### src/rtl/dtmr_pkg.sv
package dtmr_pkg;
  localparam int DW      = 8;
  localparam int AW      = 4;
  localparam int OFF_W   = 3;
  localparam int N_CH    = 2;
  localparam int N_TAPS  = 3;
  localparam int N_FLAGS = 3;

  localparam int FLAG_OVF = 0;
  localparam int FLAG_CMA = 1;
  localparam int FLAG_CMB = 2;

  localparam logic [OFF_W-1:0] OFF_CTRL = 3'd0;
  localparam logic [OFF_W-1:0] OFF_STAT = 3'd1;
  localparam logic [OFF_W-1:0] OFF_CMPA = 3'd2;
  localparam logic [OFF_W-1:0] OFF_CMPB = 3'd3;
  localparam logic [OFF_W-1:0] OFF_CNT  = 3'd4;

  localparam logic [DW-1:0] CMP_RESET = '1;

  typedef enum logic [2:0] {
    SRC_OFF      = 3'b000,
    SRC_DIV_LO   = 3'b001,
    SRC_DIV_MID  = 3'b010,
    SRC_DIV_HI   = 3'b011,
    SRC_LINK     = 3'b100,
    SRC_EXT_RISE = 3'b101,
    SRC_EXT_FALL = 3'b110,
    SRC_EXT_BOTH = 3'b111
  } src_e;

  typedef enum logic [1:0] {
    CLR_NEVER = 2'b00,
    CLR_ON_A  = 2'b01,
    CLR_ON_B  = 2'b10,
    CLR_ON_PIN = 2'b11
  } clr_e;

  typedef struct packed {
    logic ie_cmb;
    logic ie_cma;
    logic ie_ovf;
    clr_e clr;
    src_e src;
  } ctrl_t;
endpackage

### src/rtl/dtmr_prescaler.sv
module dtmr_prescaler import dtmr_pkg::*; #(
  parameter int TAP_LO  = 2,
  parameter int TAP_MID = 5,
  parameter int TAP_HI  = 12
) (
  input  logic              clk,
  input  logic              rst,
  output logic [N_TAPS-1:0] tick
);
  localparam int PW = TAP_HI + 1;

  function automatic int tap_bit(input int idx);
    case (idx)
      0:       return TAP_LO;
      1:       return TAP_MID;
      default: return TAP_HI;
    endcase
  endfunction

  logic [PW-1:0]     div_q;
  logic [N_TAPS-1:0] tap_now;
  logic [N_TAPS-1:0] tap_q;

  for (genvar t = 0; t < N_TAPS; t++) begin : g_tap
    assign tap_now[t] = div_q[tap_bit(t)];
  end

  always_ff @(posedge clk) begin
    if (rst) begin
      div_q <= '0;
      tap_q <= '0;
    end else begin
      div_q <= div_q + 1'b1;
      tap_q <= tap_now;
    end
  end

  // falling transition of each tap bit gives a one-cycle enable
  assign tick = tap_q & ~tap_now;

  a_r3_tick_single_cycle: assert property (@(posedge clk) disable iff (rst)
    tick[0] |=> !tick[0]);
  a_r3_fast_tap_spacing: assert property (@(posedge clk) disable iff (rst)
    tick[1] |-> tick[0]);
endmodule

### src/rtl/dtmr_sync_edge.sv
module dtmr_sync_edge #(
  parameter int STAGES = 2
) (
  input  logic clk,
  input  logic rst,
  input  logic pin,
  output logic rise,
  output logic fall
);
  logic [STAGES-1:0] sync_q;
  logic              last_q;

  always_ff @(posedge clk) begin
    if (rst) begin
      sync_q <= '0;
      last_q <= 1'b0;
    end else begin
      sync_q <= {sync_q[STAGES-2:0], pin};
      last_q <= sync_q[STAGES-1];
    end
  end

  assign rise = sync_q[STAGES-1] & ~last_q;
  assign fall = ~sync_q[STAGES-1] & last_q;
endmodule

### src/rtl/dtmr_channel.sv
module dtmr_channel import dtmr_pkg::*; #(
  parameter int SYNC_STAGES = 2
) (
  input  logic               clk,
  input  logic               rst,
  input  logic [N_TAPS-1:0]  tick,
  input  logic               link_in,
  input  logic               ext_clk,
  input  logic               ext_rst,
  input  logic               wr_ctrl,
  input  logic               wr_stat,
  input  logic               wr_cmpa,
  input  logic               wr_cmpb,
  input  logic               wr_cnt,
  input  logic [DW-1:0]      wdata,
  output ctrl_t              ctrl,
  output logic [N_FLAGS-1:0] flags,
  output logic [DW-1:0]      cmpa,
  output logic [DW-1:0]      cmpb,
  output logic [DW-1:0]      cnt,
  output logic               cma_evt,
  output logic               ovf_evt,
  output logic [N_FLAGS-1:0] irq
);
  logic clk_rise, clk_fall, pin_clr, unused_pin_fall;
  logic step, clear_now, eqa_q, eqb_q, eqa, eqb, cmb_evt;
  logic [N_FLAGS-1:0] keep, set_v;

  dtmr_sync_edge #(.STAGES(SYNC_STAGES)) u_clk_sync (
    .clk(clk), .rst(rst), .pin(ext_clk), .rise(clk_rise), .fall(clk_fall));

  dtmr_sync_edge #(.STAGES(SYNC_STAGES)) u_rst_sync (
    .clk(clk), .rst(rst), .pin(ext_rst), .rise(pin_clr), .fall(unused_pin_fall));

  always_comb begin
    case (ctrl.src)
      SRC_OFF:      step = 1'b0;
      SRC_DIV_LO:   step = tick[0];
      SRC_DIV_MID:  step = tick[1];
      SRC_DIV_HI:   step = tick[2];
      SRC_LINK:     step = link_in;
      SRC_EXT_RISE: step = clk_rise;
      SRC_EXT_FALL: step = clk_fall;
      SRC_EXT_BOTH: step = clk_rise | clk_fall;
      default:      step = 1'b0;
    endcase
  end

  assign eqa     = (cnt == cmpa);
  assign eqb     = (cnt == cmpb);
  assign cma_evt = eqa & ~eqa_q;
  assign cmb_evt = eqb & ~eqb_q;

  always_comb begin
    case (ctrl.clr)
      CLR_ON_A:   clear_now = cma_evt;
      CLR_ON_B:   clear_now = cmb_evt;
      CLR_ON_PIN: clear_now = pin_clr;
      default:    clear_now = 1'b0;
    endcase
  end

  assign ovf_evt = step & (&cnt) & ~clear_now & ~wr_cnt;

  always_comb begin
    set_v = '0;
    set_v[FLAG_OVF] = ovf_evt;
    set_v[FLAG_CMA] = cma_evt;
    set_v[FLAG_CMB] = cmb_evt;
  end
  assign keep = wr_stat ? wdata[N_FLAGS-1:0] : '1;

  always_ff @(posedge clk) begin
    if (rst) begin
      ctrl  <= '0;
      cmpa  <= CMP_RESET;
      cmpb  <= CMP_RESET;
      cnt   <= '0;
      eqa_q <= 1'b0;
      eqb_q <= 1'b0;
      flags <= '0;
      irq   <= '0;
    end else begin
      if (wr_ctrl) ctrl <= ctrl_t'(wdata);
      if (wr_cmpa) cmpa <= wdata;
      if (wr_cmpb) cmpb <= wdata;
      if (clear_now)   cnt <= '0;
      else if (wr_cnt) cnt <= wdata;
      else if (step)   cnt <= cnt + 1'b1;
      eqa_q <= eqa;
      eqb_q <= eqb;
      flags <= set_v | (flags & keep);
      irq   <= flags & {ctrl.ie_cmb, ctrl.ie_cma, ctrl.ie_ovf};
    end
  end

  a_r9_clear_wins: assert property (@(posedge clk) disable iff (rst)
    clear_now |=> (cnt == '0));
  a_r2_source_off_holds: assert property (@(posedge clk) disable iff (rst)
    (ctrl.src == SRC_OFF && !clear_now && !wr_cnt) |=> $stable(cnt));
  a_r5_link_advances: assert property (@(posedge clk) disable iff (rst)
    (ctrl.src == SRC_LINK && link_in && !clear_now && !wr_cnt) |=> (cnt == $past(cnt) + 8'd1));
  a_r8_wrap_sets_flag: assert property (@(posedge clk) disable iff (rst)
    ovf_evt |=> (flags[FLAG_OVF] && cnt == '0));
  a_r8_match_a_sets_flag: assert property (@(posedge clk) disable iff (rst)
    cma_evt |=> flags[FLAG_CMA]);
  a_r8_flag_sticky: assert property (@(posedge clk) disable iff (rst)
    (flags[FLAG_CMB] && !wr_stat) |=> flags[FLAG_CMB]);
  a_r10_irq_follows: assert property (@(posedge clk) disable iff (rst)
    (flags[FLAG_OVF] && ctrl.ie_ovf) |=> irq[FLAG_OVF]);
  a_r10_irq_quiet: assert property (@(posedge clk) disable iff (rst)
    !flags[FLAG_CMA] |=> !irq[FLAG_CMA]);
endmodule

### src/rtl/dtmr_top.sv
module dtmr_top import dtmr_pkg::*; #(
  parameter int TAP_LO      = 2,
  parameter int TAP_MID     = 5,
  parameter int TAP_HI      = 12,
  parameter int SYNC_STAGES = 2
) (
  input  logic            clk,
  input  logic            rst,
  input  logic [AW-1:0]   reg_addr,
  input  logic            reg_wr,
  input  logic [DW-1:0]   reg_wdata,
  output logic [DW-1:0]   reg_rdata,
  input  logic [N_CH-1:0] ext_clk,
  input  logic [N_CH-1:0] ext_rst,
  output logic [N_CH-1:0] irq_ovf,
  output logic [N_CH-1:0] irq_cma,
  output logic [N_CH-1:0] irq_cmb
);
  logic [N_TAPS-1:0]  tick;
  ctrl_t              ctrl_w  [N_CH];
  logic [N_FLAGS-1:0] flags_w [N_CH];
  logic [N_FLAGS-1:0] irq_w   [N_CH];
  logic [DW-1:0]      cmpa_w  [N_CH];
  logic [DW-1:0]      cmpb_w  [N_CH];
  logic [DW-1:0]      cnt_w   [N_CH];
  logic [N_CH-1:0]    cma_evt_w, ovf_evt_w, link_q, link_in;
  logic               both_linked, unused_evt;
  logic [OFF_W-1:0]   off;
  logic               sel;

  assign off = reg_addr[OFF_W-1:0];
  assign sel = reg_addr[AW-1];

  dtmr_prescaler #(.TAP_LO(TAP_LO), .TAP_MID(TAP_MID), .TAP_HI(TAP_HI)) u_pre (
    .clk(clk), .rst(rst), .tick(tick));

  for (genvar c = 0; c < N_CH; c++) begin : g_ch
    logic hit;
    assign hit = reg_wr && (int'(sel) == c);

    dtmr_channel #(.SYNC_STAGES(SYNC_STAGES)) u_ch (
      .clk(clk), .rst(rst), .tick(tick), .link_in(link_in[c]),
      .ext_clk(ext_clk[c]), .ext_rst(ext_rst[c]),
      .wr_ctrl(hit && off == OFF_CTRL), .wr_stat(hit && off == OFF_STAT),
      .wr_cmpa(hit && off == OFF_CMPA), .wr_cmpb(hit && off == OFF_CMPB),
      .wr_cnt(hit && off == OFF_CNT), .wdata(reg_wdata),
      .ctrl(ctrl_w[c]), .flags(flags_w[c]), .cmpa(cmpa_w[c]), .cmpb(cmpb_w[c]),
      .cnt(cnt_w[c]), .cma_evt(cma_evt_w[c]), .ovf_evt(ovf_evt_w[c]), .irq(irq_w[c]));

    assign irq_ovf[c] = irq_w[c][FLAG_OVF];
    assign irq_cma[c] = irq_w[c][FLAG_CMA];
    assign irq_cmb[c] = irq_w[c][FLAG_CMB];
  end

  // cross link: channel 0 takes channel 1 wraps, channel 1 takes channel 0 match A
  assign unused_evt  = ovf_evt_w[0] | cma_evt_w[1];
  assign both_linked = (ctrl_w[0].src == SRC_LINK) && (ctrl_w[1].src == SRC_LINK);
  assign link_in     = both_linked ? '0 : link_q;

  always_ff @(posedge clk) begin
    if (rst) begin
      link_q    <= '0;
      reg_rdata <= '0;
    end else begin
      link_q <= {cma_evt_w[0], ovf_evt_w[1]};
      case (off)
        OFF_CTRL: reg_rdata <= ctrl_w[sel];
        OFF_STAT: reg_rdata <= DW'(flags_w[sel]);
        OFF_CMPA: reg_rdata <= cmpa_w[sel];
        OFF_CMPB: reg_rdata <= cmpb_w[sel];
        OFF_CNT:  reg_rdata <= cnt_w[sel];
        default:  reg_rdata <= '0;
      endcase
    end
  end

  a_r6_no_link_when_both: assert property (@(posedge clk) disable iff (rst)
    (both_linked && !(reg_wr && off == OFF_CNT) && ctrl_w[1].clr == CLR_NEVER
     && ctrl_w[0].clr == CLR_NEVER) |=> $stable(cnt_w[1]));
  a_r5_wrap_reaches_ch0: assert property (@(posedge clk) disable iff (rst)
    (ovf_evt_w[1] && !both_linked) |=> link_q[0]);
endmodule

### config.mk
export PLATFORM = sky130hd
export DESIGN_NAME = dtmr_top
export DESIGN_NICKNAME = d
export VERILOG_FILES = /design/src/rtl/dtmr_pkg.sv /design/src/rtl/dtmr_prescaler.sv /design/src/rtl/dtmr_sync_edge.sv /design/src/rtl/dtmr_channel.sv /design/src/rtl/dtmr_top.sv
export SDC_FILE = /design/constraint.sdc
export NUM_CORES = 1
export LEC_CHECK = 0
export ABC_CLOCK_PERIOD_IN_PS = 1760
export BUFFER_PORTS_ARGS = -buffer_cell sky130_fd_sc_hd__clkbuf_2
export CAP_MARGIN = 25
export CORE_MARGIN = 2
export CORE_UTILIZATION = 23
export CTS_CLUSTER_SIZE = 12
export DETAILED_ROUTE_END_ITERATION = 8
export PLACE_DENSITY_LB_ADDON = 0.3
export SETUP_SLACK_MARGIN = 0.5
export SYNTH_ARGS = -nofsm -noshare
export SYNTH_HDL_FRONTEND = slang
export SYNTH_SLANG_ARGS = --single-unit
export TNS_END_PERCENT = 20
### constraint.sdc
create_clock -name clk -period 1.76 [get_ports clk]
set_clock_uncertainty 0.05 [all_clocks]
set_input_delay 0.264 -clock clk [delete_from_list [all_inputs] [get_ports clk]]
set_output_delay 0.264 -clock clk [all_outputs]
set_load 0.03 [all_outputs]
==> impl_results.md <==
* Status: finished with violations
* Failing checks: setup timing
* Total CTS buffers at 17
* Clk sinks at 118
* Worst min path class: in2reg
* Crit Reg-Reg Endpoint: g_ch[1].u_ch.cnt[6]
* Routed WL per cell at 16.60 um
* Crit path launch type: register
* Placement row count at 57
* DRT iter0 DRCs at 288
* Mean post-synth cell area at 9.023 um2
* Total negative slack at -1192 ps
* Final WL at 18.13 mm
* Number of flops mapped to enable cells by yosys at 0
* Fin. max-slew vios at 0
* #FFs+latches synth at 118
* Vert. Die Dim at 162.3 um
* Final antenna-violating net count at 0
* Post-layout util at 0.3301
* Crit path DAT at 2130 ps
* Reg2Reg Depth at 8
* Vias/cell at 4.608
* Max Freq at 536.3 MHz
* Maximum VDD drop at 0.6703 mV
* Worst-Margin Slew at 396.8 ps
* CP Max Fanout at 7
* Non-Filler Cell Area, Final at 8074 um2
* Most frequent cells in the layout: dfxtp_1, buf_4, nor2b_1
* Worst slack, placed at -185.2 ps
* Area growth syn-to-layout at 40.04%
* Clk Latency, worst-skew pair at 420 ps
* H-tree Lvls at 4
* Starting Density at 0.2357
* Final setup vio count at 19
* Mapped Area at 5766 um2
* IO Pins at 33
* Final Wtd Congestion at 0.8859
* Total gr overflow at 0
* Async S/R FF share, synth at 0
* Largest net degree at the start of global routing at 49
* Reg-to-reg startpoint: g_ch[0].u_ch.ctrl[1]
* Vias at 5032
* Synth warn at 0
* Max-Cap Viols at 0
* RSZ-0062 raised after global routing: yes
* Hpwl dp at 13.03 mm
* Critical setup path kind: reg2reg
* Power Density at 845.9 nW/um2
* Distinct cells, synth at 61
* Fin crit share at 1.059
* Layout net count at 781
* Seq/Total Area, Yosys at 0.4097
* Primary FF master, synth: dfxtp_1
* DRT Pass-1 Iters at 5
* Worst setup EP type: register
* Final-report hold violation count at 0
* Post-Syn Nets at 665
* CTS tree: yes
* Clock Path Buffers at 2
* # diodes at 0
* Required time worst endpoint at 2020 ps
* Clock-pin slew on the worst setup and hold paths at 60 ps
* Share of post-route cells with drive strength above 1 at 0.3398
* PnR worst setup slack at -104.7 ps
* Worst slew margin at 0.7279
* Leak at 2.963 nW
* Synth Instances at 639
* Leading cell type in the layout, fill and taps excluded: dfxtp_1
* Core area at 24460 um2
* Internal reg-to-reg setup slack at -100 ps
* Post-DP Area at 7043 um2
* CP Capture Point: g_ch[1].u_ch.cnt[6]
* Overall routing resource usage at 0.1409
* Die Area at 26350 um2
* Crit path from: g_ch[0].u_ch.ctrl[1]
* Vias in the first global route at 4935
* # DRC at 0
* Die width at 162.3 um
* Antenna violations before repair at 0
* First-pass GRT wire length at 27.86 mm
* Port buffer count at 32
* Root buffer cell: clkbuf_16
* Post-route minimum period at 1865 ps
==> worst min path at each step <==
stage | slack, ps | from | cells after the start | endpoint
finish | 10 | ext_clk[1] | 2 | g_ch[1].u_ch.u_clk_sync.sync_q[0]
floorplan | 340 | ext_clk[0] | 1 | g_ch[0].u_ch.u_clk_sync.sync_q[0]
global route | 8 | ext_clk[1] | 2 | g_ch[1].u_ch.u_clk_sync.sync_q[0]
CTS | 1 | ext_clk[1] | 2 | g_ch[1].u_ch.u_clk_sync.sync_q[0]
global placement | 370 | g_ch[0].u_ch.u_rst_sync.sync_q[0] | 1 | g_ch[0].u_ch.u_rst_sync.sync_q[1]
detailed placement | 380 | g_ch[0].u_ch.u_rst_sync.sync_q[0] | 1 | g_ch[0].u_ch.u_rst_sync.sync_q[1]
==> per-layer routing <==
layer / track usage / wire (um)
met3: 0.02783 / 575
met5: 0 / 0
met2: 0.2180 / 8199
met1: 0.1910 / 8873
met4: 0.06034 / 483
==> layout make-up <==
class	count	area, um2
clock buffer	21	460.4
clock inverter	11	130.1
fill	2534	16390
inverter	12	51.30
multi-input combinational	460	3467
sequential	118	2400
tap	324	405.4
timing repair buffer	146	1160
==> cell families after synthesis <==
group | count (synthesis) | share of synthesized area
AND/OR/NAND/NOR | 239 | 0.2185
AO/OA/AOI/OAI | 133 | 0.1769
flip-flops | 118 | 0.4097
buffers and inverters | 61 | 0.04948
XOR/XNOR | 48 | 0.07292
multiplexers | 33 | 0.05729
adder cells (fa/ha/maj) | 7 | 0.01519
==> where the power goes <==
group          internal [mW]  total (mW)  switching, mW
registers               2.72        2.77         0.0441
logic                  0.224       0.539          0.315
clock network           2.28        3.52           1.25
==> flip-flops by register name, summed over array words and instances (netlist names), 3 cells and up <==
| name | count |
|---|---|
| g_ch.u_ch.cmpa | 16 |
| g_ch.u_ch.cmpb | 16 |
| g_ch.u_ch.cnt | 16 |
| g_ch.u_ch.ctrl | 16 |
| g_ch.u_ch.flags | 6 |
| g_ch.u_ch.irq | 6 |
| g_ch.u_ch.u_clk_sync.sync_q | 4 |
| g_ch.u_ch.u_rst_sync.sync_q | 4 |
| reg_rdata | 8 |
| u_pre.div_q | 13 |
| u_pre.tap_q | 3 |
==> worst max-delay path, cell delays in order (launching register included) <==
cell and delay, ps:
dfxtp_4 360, buf_6 110, or3b_4 410, a31oi_4 230, a2bb2oi_4 130, buf_4 160, buf_6 110, nor3_1 130
nor4_1 70
==> timing repair <==
item,4_1_cts,5_1_grt
setup buffers,1,6
hold buffers,3,0
endpoints found under the hold margin,3,0
resized for setup,38,48
pin swaps,26,39
endpoints found under the setup margin,48,61
==> per-stage QoR <==
stage / std cells / power (mW) / hold slack, ps
after global routing: 1092 / 7.059 / 7.706
after detailed placement: 1050 / 3.326 / 376.4
after CTS: 1086 / 6.885 / 1.322
after floorplan: 639 / 3.136 / 342.2
final: 1092 / 6.830 / 9.906
after global placement: 1050 / 3.326 / 366.2
==> synthesized netlist by cell type (all sizes together) (3+ instances only) <==
cell type    n  area [um2]
nor2b       52       325.3
o22ai       13       81.33
xor2        36       315.3
and3         5       31.28
and2         3       18.77
o21ai       15       75.07
a41oi        3       33.79
or3          5       31.28
a221oi       3       26.28
clkbuf      22       91.33
a211o       34       297.8
nor3         7       35.03
o21a         7       52.55
nor4        10       75.07
nand2       49       183.9
nor2        52       197.7
ha           7       87.58
mux2i       33       330.3
o31ai        3       27.52
nand3       28       145.1
xnor2       12       105.1
a22oi        3       22.52
or2          3       21.28
dfxtp      118        2362
a21oi       27       135.1
inv         10       37.54
nand4       12       75.07
a211oi      12       110.1
a31oi        4       46.29
buf         27       148.9
Power figures use the tool's default switching activity.
